<file path="config.mk">
export PLATFORM = sky130hd
export DESIGN_NAME = mac_iter_unit
export DESIGN_NICKNAME = d
export VERILOG_FILES = /design/src/rtl/mac_pkg.sv /design/src/rtl/mac_opdec.sv /design/src/rtl/mac_digit.sv /design/src/rtl/mac_iter_unit.sv
export SDC_FILE = /design/constraint.sdc
export NUM_CORES = 1
export LEC_CHECK = 0
export BUFFER_PORTS_ARGS = -buffer_cell sky130_fd_sc_hd__buf_2
export CORE_ASPECT_RATIO = 1.75
export CORE_UTILIZATION = 35
export DETAILED_ROUTE_END_ITERATION = 10
export PLACE_DENSITY_LB_ADDON = 0.3
export SYNTH_ARGS = -nofsm -noshare
export SYNTH_HDL_FRONTEND = slang
export SYNTH_SLANG_ARGS = --single-unit
export TNS_END_PERCENT = 1
</file>
<file path="constraint.sdc">
create_clock -name clk -period 13.55 [get_ports clk]
set_input_delay 2.71 -clock clk [delete_from_list [all_inputs] [get_ports clk]]
set_output_delay 2.71 -clock clk [all_outputs]
set_load 0.005 [all_outputs]
</file>
<file path="src/rtl/mac_pkg.sv">
package mac_pkg;

    typedef enum logic [0:0] {
        ST_IDLE = 1'b0,
        ST_RUN  = 1'b1
    } mac_state_e;

    typedef struct packed {
        logic wide;   // 64-bit result
        logic sgn;    // two's-complement operands
        logic accum;  // add the addend
    } mac_ctl_t;

endpackage

</file>
<file path="src/rtl/mac_opdec.sv">
module mac_opdec
    import mac_pkg::*;
(
    input  logic [2:0] op,
    output mac_ctl_t   ctl
);
    // bit2 selects the long family; signedness only exists there
    always_comb begin
        ctl.wide  = op[2];
        ctl.sgn   = op[2] & op[1];
        ctl.accum = op[0];
    end
endmodule

</file>
<file path="src/rtl/mac_digit.sv">
module mac_digit #(
    parameter int W     = 32,
    parameter int CHUNK = 8
) (
    input  logic [W-1:0]                 mplier,
    input  logic [$clog2(W/CHUNK)-1:0]   step,
    input  logic                         sgn,
    output logic signed [CHUNK:0]        digit,
    output logic                         last
);
    localparam int STEPS = W / CHUNK;

    logic [STEPS-1:0] upper_zero;  // bits above slice k all zero
    logic [STEPS-1:0] upper_ones;  // slice k msb and everything above all one
    logic [CHUNK-1:0] slice;

    for (genvar k = 0; k < STEPS; k++) begin : g_tail
        if (k == STEPS - 1) begin : g_top
            assign upper_zero[k] = 1'b1;
            assign upper_ones[k] = mplier[W-1];
        end else begin : g_mid
            assign upper_zero[k] = ~|mplier[W-1:(k+1)*CHUNK];
            assign upper_ones[k] = &mplier[W-1:(k+1)*CHUNK-1];
        end
    end

    always_comb begin
        slice = mplier[int'(step)*CHUNK +: CHUNK];
        if (sgn && upper_ones[step]) begin
            // negative tail folded into this slice as a signed digit
            digit = {slice[CHUNK-1], slice};
            last  = 1'b1;
        end else begin
            digit = {1'b0, slice};
            last  = upper_zero[step];
        end
    end
endmodule

</file>
<file path="src/rtl/mac_iter_unit.sv">
module mac_iter_unit
    import mac_pkg::*;
#(
    parameter int W     = 32,
    parameter int CHUNK = 8
) (
    input  logic         clk,
    input  logic         rst_n,
    input  logic         start,
    input  logic [2:0]   op,
    input  logic [W-1:0] opa,
    input  logic [W-1:0] opb,
    input  logic [W-1:0] acc_hi,
    input  logic [W-1:0] acc_lo,
    output logic         busy,
    output logic         done,
    output logic [W-1:0] res_hi,
    output logic [W-1:0] res_lo
);
    localparam int RW    = 2 * W;
    localparam int STEPS = W / CHUNK;
    localparam int SW    = $clog2(STEPS);

    mac_state_e state_q, state_nx;
    mac_ctl_t   ctl;

    logic [RW-1:0]         a_ext_q;
    logic [W-1:0]          b_q;
    logic [SW-1:0]         step_q;
    logic [RW-1:0]         sum_q;
    logic                  wide_q;
    logic                  sgn_q;
    logic signed [CHUNK:0] digit;
    logic                  last;
    logic [RW-1:0]         dig_ext;
    logic [RW-1:0]         term;
    logic [RW-1:0]         sum_nx;
    logic                  take;

    mac_opdec u_dec (
        .op  (op),
        .ctl (ctl)
    );

    mac_digit #(.W(W), .CHUNK(CHUNK)) u_digit (
        .mplier (b_q),
        .step   (step_q),
        .sgn    (sgn_q),
        .digit  (digit),
        .last   (last)
    );

    always_comb begin
        dig_ext = RW'(digit);
        term    = a_ext_q * dig_ext;
        sum_nx  = sum_q + (term << (int'(step_q) * CHUNK));
        take    = start && (state_q == ST_IDLE);
    end

    // state register
    always_ff @(posedge clk or negedge rst_n) begin
        if (!rst_n) state_q <= ST_IDLE;
        else        state_q <= state_nx;
    end

    // transitions: accept, step, finish
    always_comb begin
        state_nx = state_q;
        unique case (state_q)
            ST_IDLE: if (start) state_nx = ST_RUN;
            ST_RUN:  if (last)  state_nx = ST_IDLE;
            default: state_nx = ST_IDLE;
        endcase
    end

    // outputs decoded from state
    always_comb begin
        unique case (state_q)
            ST_RUN:  busy = 1'b1;
            default: busy = 1'b0;
        endcase
    end

    // datapath
    always_ff @(posedge clk or negedge rst_n) begin
        if (!rst_n) begin
            a_ext_q <= '0;
            b_q     <= '0;
            step_q  <= '0;
            sum_q   <= '0;
            wide_q  <= 1'b0;
            sgn_q   <= 1'b0;
            done    <= 1'b0;
            res_hi  <= '0;
            res_lo  <= '0;
        end else begin
            done <= 1'b0;
            if (take) begin
                a_ext_q <= ctl.sgn ? {{W{opa[W-1]}}, opa} : {{W{1'b0}}, opa};
                b_q     <= opb;
                step_q  <= '0;
                wide_q  <= ctl.wide;
                sgn_q   <= ctl.sgn;
                if (!ctl.accum)   sum_q <= '0;
                else if (ctl.wide) sum_q <= {acc_hi, acc_lo};
                else              sum_q <= {{W{1'b0}}, acc_lo};
            end else if (state_q == ST_RUN) begin
                sum_q  <= sum_nx;
                step_q <= step_q + 1'b1;
                if (last) begin
                    done   <= 1'b1;
                    res_lo <= sum_nx[W-1:0];
                    res_hi <= wide_q ? sum_nx[RW-1:W] : '0;
                end
            end
        end
    end
endmodule

</file>
==> results of run 1 <==
==> logic make-up after synthesis <==
kind of cell             count (synthesis)
XOR/XNOR                                92
multiplexers                           117
flip-flops                             199
buffers and inverters                  494
AO/OA/AOI/OAI                          622
adder cells (fa/ha/maj)                404
AND/OR/NAND/NOR                        719
==> registers in the layout, indices dropped and copies added (netlist names) <==
| register | count |
|---|---|
| wide_q | 1 |
| state_q | 1 |
| res_lo | 32 |
| res_hi | 32 |
| a_ext_q | 33 |
| sgn_q | 1 |
| done | 1 |
| b_q | 32 |
| sum_q | 64 |
| step_q | 2 |
==> routing by layer <==
metal,up-vias,part of all wire
met5,-,0
met4,0,0.039
met3,140,0.040
met2,509,0.53
met1,9830,0.39
li1,9040,-
==> through the flow <==
stage / worst slack, ns / area (um2)
after floorplan: 4.35 / 23500
after global placement: 2.71 / 25100
after detailed placement: 2.77 / 25100
after CTS: 2.66 / 25700
after global routing: 2.12 / 25700
final: 2.69 / 25700
==> worst max-delay path by stage <==
stage / startpoint / to / slack [ns] / depth (start not counted)
2_1_floorplan: step_q[0] / res_hi[31] / 4.35 / 36
3_3_place_gp: step_q[0] / res_hi[28] / 2.71 / 32
3_5_place_dp: step_q[0] / res_hi[30] / 2.77 / 31
4_1_cts: step_q[0] / res_hi[28] / 2.66 / 31
5_1_grt: step_q[0] / res_hi[28] / 2.12 / 32
6_report: step_q[0] / res_hi[30] / 2.69 / 32
==> final cells by class <==
type | instances | area share
Antenna cell | 1 | 0.0000975
Clock buffer | 18 | 0.0171
Clock inverter | 13 | 0.00536
Inverter | 337 | 0.0493
Multi-Input combinational cell | 1954 | 0.648
Sequential cell | 199 | 0.194
Tap cell | 889 | 0.0433
Timing Repair Buffer | 211 | 0.0427
==> cell usage in the layout, fill, tap and decap left out, types with 17 or more instances in the layout <==
cell type,instances
a21o_1,71
a21oi_1,180
a221oi_1,53
a31oi_1,20
and2_1,181
buf_2,198
clkbuf_16,17
dfrtp_1,196
fa_1,246
ha_1,158
inv_1,335
mux2_2,73
mux2i_1,32
nand2_1,264
nand3_1,31
nand4_1,31
nor2_1,123
o21ai_0,138
o21bai_1,29
xnor2_1,57
xor2_1,34
==> tightest hold or removal path, stage by stage (launching register included) <==
cell	delay, ns
dfrtp_1	0.35
nand2_1	0.04
o21ai_0	0.06
==> metrics.txt, run 1 <==
Final min period 10.86 ns; Compound-Gate Fraction of Synth Area 0.171; chip width 198 um; Initial Util 0.354; Final Util 0.387; Syn-to-layout area delta 9.47%; fillers between 6000 and 7000; final RePlAce weighted congestion 0.918; CTS max path bufs 2; Seq/Total Area, Yosys 0.212; chip height 344 um; latest clock arrival within the worst-skew pair 0.50 ns; Total Routed Length 76100 um; Setup crit end kind flip-flop; r2r worst-path depth 32; Post-Syn Area 23400 um2; required time of the critical path approximately 14 ns; met1 usage 0.266; port bufs 199; DR vias/cell 5.39; Min Hold Slack 0.484 ns; outcome finished clean; post-CTS setup repair buffer count 0; fin nets 3258; post-route insts no fill 3622; mean post-synth cell area 8.86 um2; Max Freq 92.1 MHz; share of the synthesized area in the top cell type 0.212; Post-Place Cells 3590; mux cell area share after synthesis 0.0598; largest family of logic cells by synthesized area adder cells; Slew @ Worst Pin a little over 0.9 ns; Vias roughly 20000; simple-gate share of the synthesized area 0.149; post-synth top area cell dfrtp_1; Final Skew 0.0164 ns; min-delay src res_hi[23]; CP max stage delay approximately 1 ns; CTS Hold Bufs 0; fin crit share 0.802; DR WL/cell 21.0 um; Hold Path Class flip-flop to flip-flop; final setup violation count 0; synthesis warning total 0; Worst R2R Setup Slack 2.69 ns; drt drc 0; Crit-path slowest cell dfrtp_2; adder-cell share of the synthesized area 0.294; arrival time at the worst endpoint between 10 and 15 ns; CP Buf/Inv Count 5; worst r2r src step_q[0]; area occupied by multi-input gates 16600 um2; first-pass GRT wire length 120000 um; Worst slew margin 0.391; vias in the first global route a little over 20000; clock root cell clkbuf_16; most used routing layer met2; EDFF count, synth 0; Post-synth ARST share 1.00; dominant synthesized flop cell dfrtp_1; end of the worst hold path res_hi[23]; total CTS buffers 17; full die area 68100 um2; Synth top cells by count 336 x inv_1, 265 x nand2_1, 246 x fa_1; critical path type flip-flop to flip-flop; final setup TNS 0 ns; Cell variety after synth 73; CP Max Fanout 45; Mapped Nets 3185; Post-CTS Resized 0; largest net degree at the start of global routing slightly above 90; max-cap violations 0; Antenna Violating Nets Remaining 0; Crit path max-delay family compound AO/OA/AOI/OAI gates; count leader, synth inv_1; crit start category flip-flop; final max-slew violation count 0; synthesis-stage register bit count 199; Rows 125; Clk pin slew, worst setup/hold paths 0.08 ns; met2 usage 0.429; I/O Pins 200; RSZ-0062 raised after global routing no; 1st-iter DRT viols between 1000 and 1500; post-synthesis xor/xnor area fraction 0.0349; top post-synthesis cells by area dfrtp_1 21%, fa_1 21%, ha_1 8.4%, inv_1 5.4%, and2_1 4.8%; core footprint 66300 um2; layout cells sized above 1 0.129; clock sinks 199; antenna violations before repair 0; drt first pass iters 5; met3 usage 0.0302; total congestion overflow 0; Synth Instances 2647; final hold vios 0; Overall Global Routing Usage 0.232; H-Tree Depth 4; post-detail-place hpwl 61200 um; hold depth 2; reg2reg end res_hi[30]; clock tree from TritonCTS built; sequential cell area 4990 um2
Power of run 1 is not shown: default switching activity piles up to over one toggle a cycle in this logic, so the estimate is an artifact.
==> run 2, diff against run 1 <==
--- a/config.mk
+++ b/config.mk
@@ -5,6 +5,7 @@
 export SDC_FILE = /design/constraint.sdc
 export NUM_CORES = 1
 export LEC_CHECK = 0
+export ABC_AREA = 1
 export BUFFER_PORTS_ARGS = -buffer_cell sky130_fd_sc_hd__buf_2
 export CORE_ASPECT_RATIO = 1.75
 export CORE_UTILIZATION = 35
==> constraint.sdc (replaced) <==
create_clock -name clk -period 10.7 [get_ports clk]
set_input_delay 2.14 -clock clk [delete_from_list [all_inputs] [get_ports clk]]
set_output_delay 2.14 -clock clk [all_outputs]
set_load 0.005 [all_outputs]
==> metrics.txt, run 2 <==
core footprint 68500 um2 (+3.3%); Worst slew margin 0.297 (-0.0941); total congestion overflow 0 (unchanged); total CTS buffers 17 (unchanged); Final min period 9.72 ns (-1.14 ns); Total Routed Length 89900 um (+18%); Overall Global Routing Usage 0.263 (+0.0308); adder-cell share of the synthesized area 0.285 (-0.00929); port bufs 199 (unchanged); top post-synthesis cells by area dfrtp_1 21%, fa_1 20%, nand2_1 12%, inv_1 8.6%, ha_1 8.2%; mean post-synth cell area 7.19 um2 (-19%); largest family of logic cells by synthesized area adder cells; drt drc 0 (unchanged); max layer used met4; arrival time at the worst endpoint 10.12 ns (-1.13 ns); required time of the critical path 11.10 ns (-2.83 ns); critical path type flip-flop to flip-flop; clock tree from TritonCTS built; largest net degree at the start of global routing 79 (-15%); synthesis warning total 0 (unchanged); DR WL/cell 20.3 um (-3.5%); dominant synthesized flop cell dfrtp_1; max reg flops 64 (unchanged); count leader, synth nand2_1; met1 WL 32400 um (+8.7%); Hold Path Class flip-flop to flip-flop; Post-synth ARST share 1.00 (unchanged); most frequent cells in the layout 800 x nand2_1, 555 x inv_1, 434 x nor2_1; fin nets 4059 (+25%); Slew @ Worst Pin 1.05 ns (+0.140 ns); outcome finished clean; Setup crit end kind flip-flop; H-Tree Depth 4 (unchanged); clock root cell clkbuf_16; latest clock arrival within the worst-skew pair 0.51 ns (about the same); Cell variety after synth 55 (-25%); final max-slew violation count 0 (unchanged); chip height 350 um (+1.6%); CP Max Fanout 18 (-60%); dpl ws 1.13 ns (-1.65 ns); Final Skew 0.0179 ns (+0.00155 ns); RSZ-0062 raised after global routing no; CP dominant cell by count nand2_1; layout cells sized above 1 0.0939 (-0.0353); post-CTS setup repair buffer count 0 (unchanged); commonest non-fill, non-tap cell in the layout nand2_1; simple-gate share of the synthesized area 0.257 (+0.109); first-pass GRT wire length 139000 um (+17%); Clk pin slew, worst setup/hold paths 0.09 ns (about the same); mux cell area share after synthesis 0.00165 (-0.0581); CTS max path bufs 2 (unchanged); 1st-iter DRT viols 1201 (-4.8%); vias in the first global route 24600 (+19%); Vias 22900 (+17%); Antenna Violating Nets Remaining 0 (unchanged); Biggest register sum_q; final hold vios 0 (unchanged); CTS Hold Bufs 0 (unchanged); Max Freq 103 MHz (+12%); share of the synthesized area in the top cell type 0.206 (-0.00670); routed wl met2 46800 um (+16%); detailed route wirelength on metal3 3130 um (+1.7%); synthesis-stage register bit count 199 (unchanged); full die area 70300 um2 (+3.2%); final setup margin 0.978 ns (-1.71 ns); CP max stage delay 0.57 ns (-0.41 ns); max-cap violations 0 (unchanged); Synth top cells by count 801 x nand2_1, 556 x inv_1, 436 x nor2_1; chip width 201 um (+1.6%); Antenna Cells 0 (-1); antenna violations before repair 0 (unchanged); Compound-Gate Fraction of Synth Area 0.125 (-0.0452); Crit-path slowest cell a221oi_2; post-detail-place hpwl 75200 um (+23%); Rows 127 (+1.6%); EDFF count, synth 0 (unchanged); post-synthesis xor/xnor area fraction 0.0199 (-0.0151); final RePlAce weighted congestion 1.05 (+14%); I/O Pins 200 (unchanged); final setup violation count 0 (unchanged); DR vias/cell 5.16 (-4.2%); post-synth top area cell dfrtp_1; drt first pass iters 6 (+1); Syn-to-layout area delta 11.1%; Initial Util 0.354 (about the same); clock sinks 199 (unchanged); Synth Instances 3367 (+27%); crit start category flip-flop; biggest regs sum_q: 64 flops, a_ext_q: 33 flops; Seq/Total Area, Yosys 0.206 (-0.00670); Post-Syn Area 24200 um2 (+3.3%); fin crit share 0.909 (+0.107); Post-CTS Resized 0 (unchanged); final setup TNS 0 ns (unchanged); Mapped Nets 3905 (+23%)
-- run 2: changes by cell type after synthesis, sizes merged, moves of 36 or more --
cell,previous run,this run
nand2,265,804
nor2,124,442
inv,337,561
and2,181,2
nand3,31,175
mux2,74,0
o21ai,147,213
clkbuf,114,52
a21o,71,14
a221oi,53,9
xnor2,57,21
-- run 2: metal layers --
metal,vias up,track usage
met3,295,0.0286
met1,11000,0.268
met5,-,0
li1,10900,-
met4,0,0.207
met2,703,0.487
-- run 2: kinds of logic (layout without fill, tap and decap cells) --
logic type	Yosys count	in the layout
simple gates	1520	1520
buf+inv	662	829
compound gates	523	523
fa+ha+maj	404	404
flops	199	199
xor+xnor	55	55
mux	4	4
-- run 2: worst max-delay path, delay by kind of cell, from the launching register on --
kind / cells / cell delay, ns
buf+inv: 9 / 1.37
fa+ha+maj: 7 / 2.65
flops: 1 / 0.56
compound gates: 10 / 2.70
simple gates: 15 / 2.32
-- run 2: final cells by class --
cell class | count | area [um2]
Tap cell | 903 | 1130
Clock inverter | 14 | 188
Sequential cell | 199 | 4980
Clock buffer | 18 | 439
Timing Repair Buffer | 234 | 1270
Multi-Input combinational cell | 2506 | 16800
Fill cell | 7418 | 41600
Inverter | 563 | 2120
-- run 2: path summary, 6_finish.rpt --
kind,from,endpoint,slack (ns),depth (start not counted)
worst max register to register,step_q[0],res_hi[20],0.98,41
worst max-delay path,step_q[0],res_hi[20],0.98,41
worst min-delay path,res_lo[0],res_lo[0],0.48,2
max in group asynchronous,rst_n,a_ext_q[29],7.68,2
worst min register to register,res_lo[0],res_lo[0],0.48,2
min in group asynchronous,rst_n,res_lo[14],1.61,1
-- run 2: metrics by stage --
stage	utilization	std cells	hold WS, ns	instance area (um2)
6_report	0.393	4437	0.484	26900
3_5_place_dp	0.384	4405	0.460	26300
3_3_place_gp	0.384	4405	0.464	26300
2_1_floorplan	-	3367	0.449	24200
5_1_grt	0.393	4437	0.512	26900
4_1_cts	0.393	4437	0.487	26900
Power of run 2 is left out for the same reason.
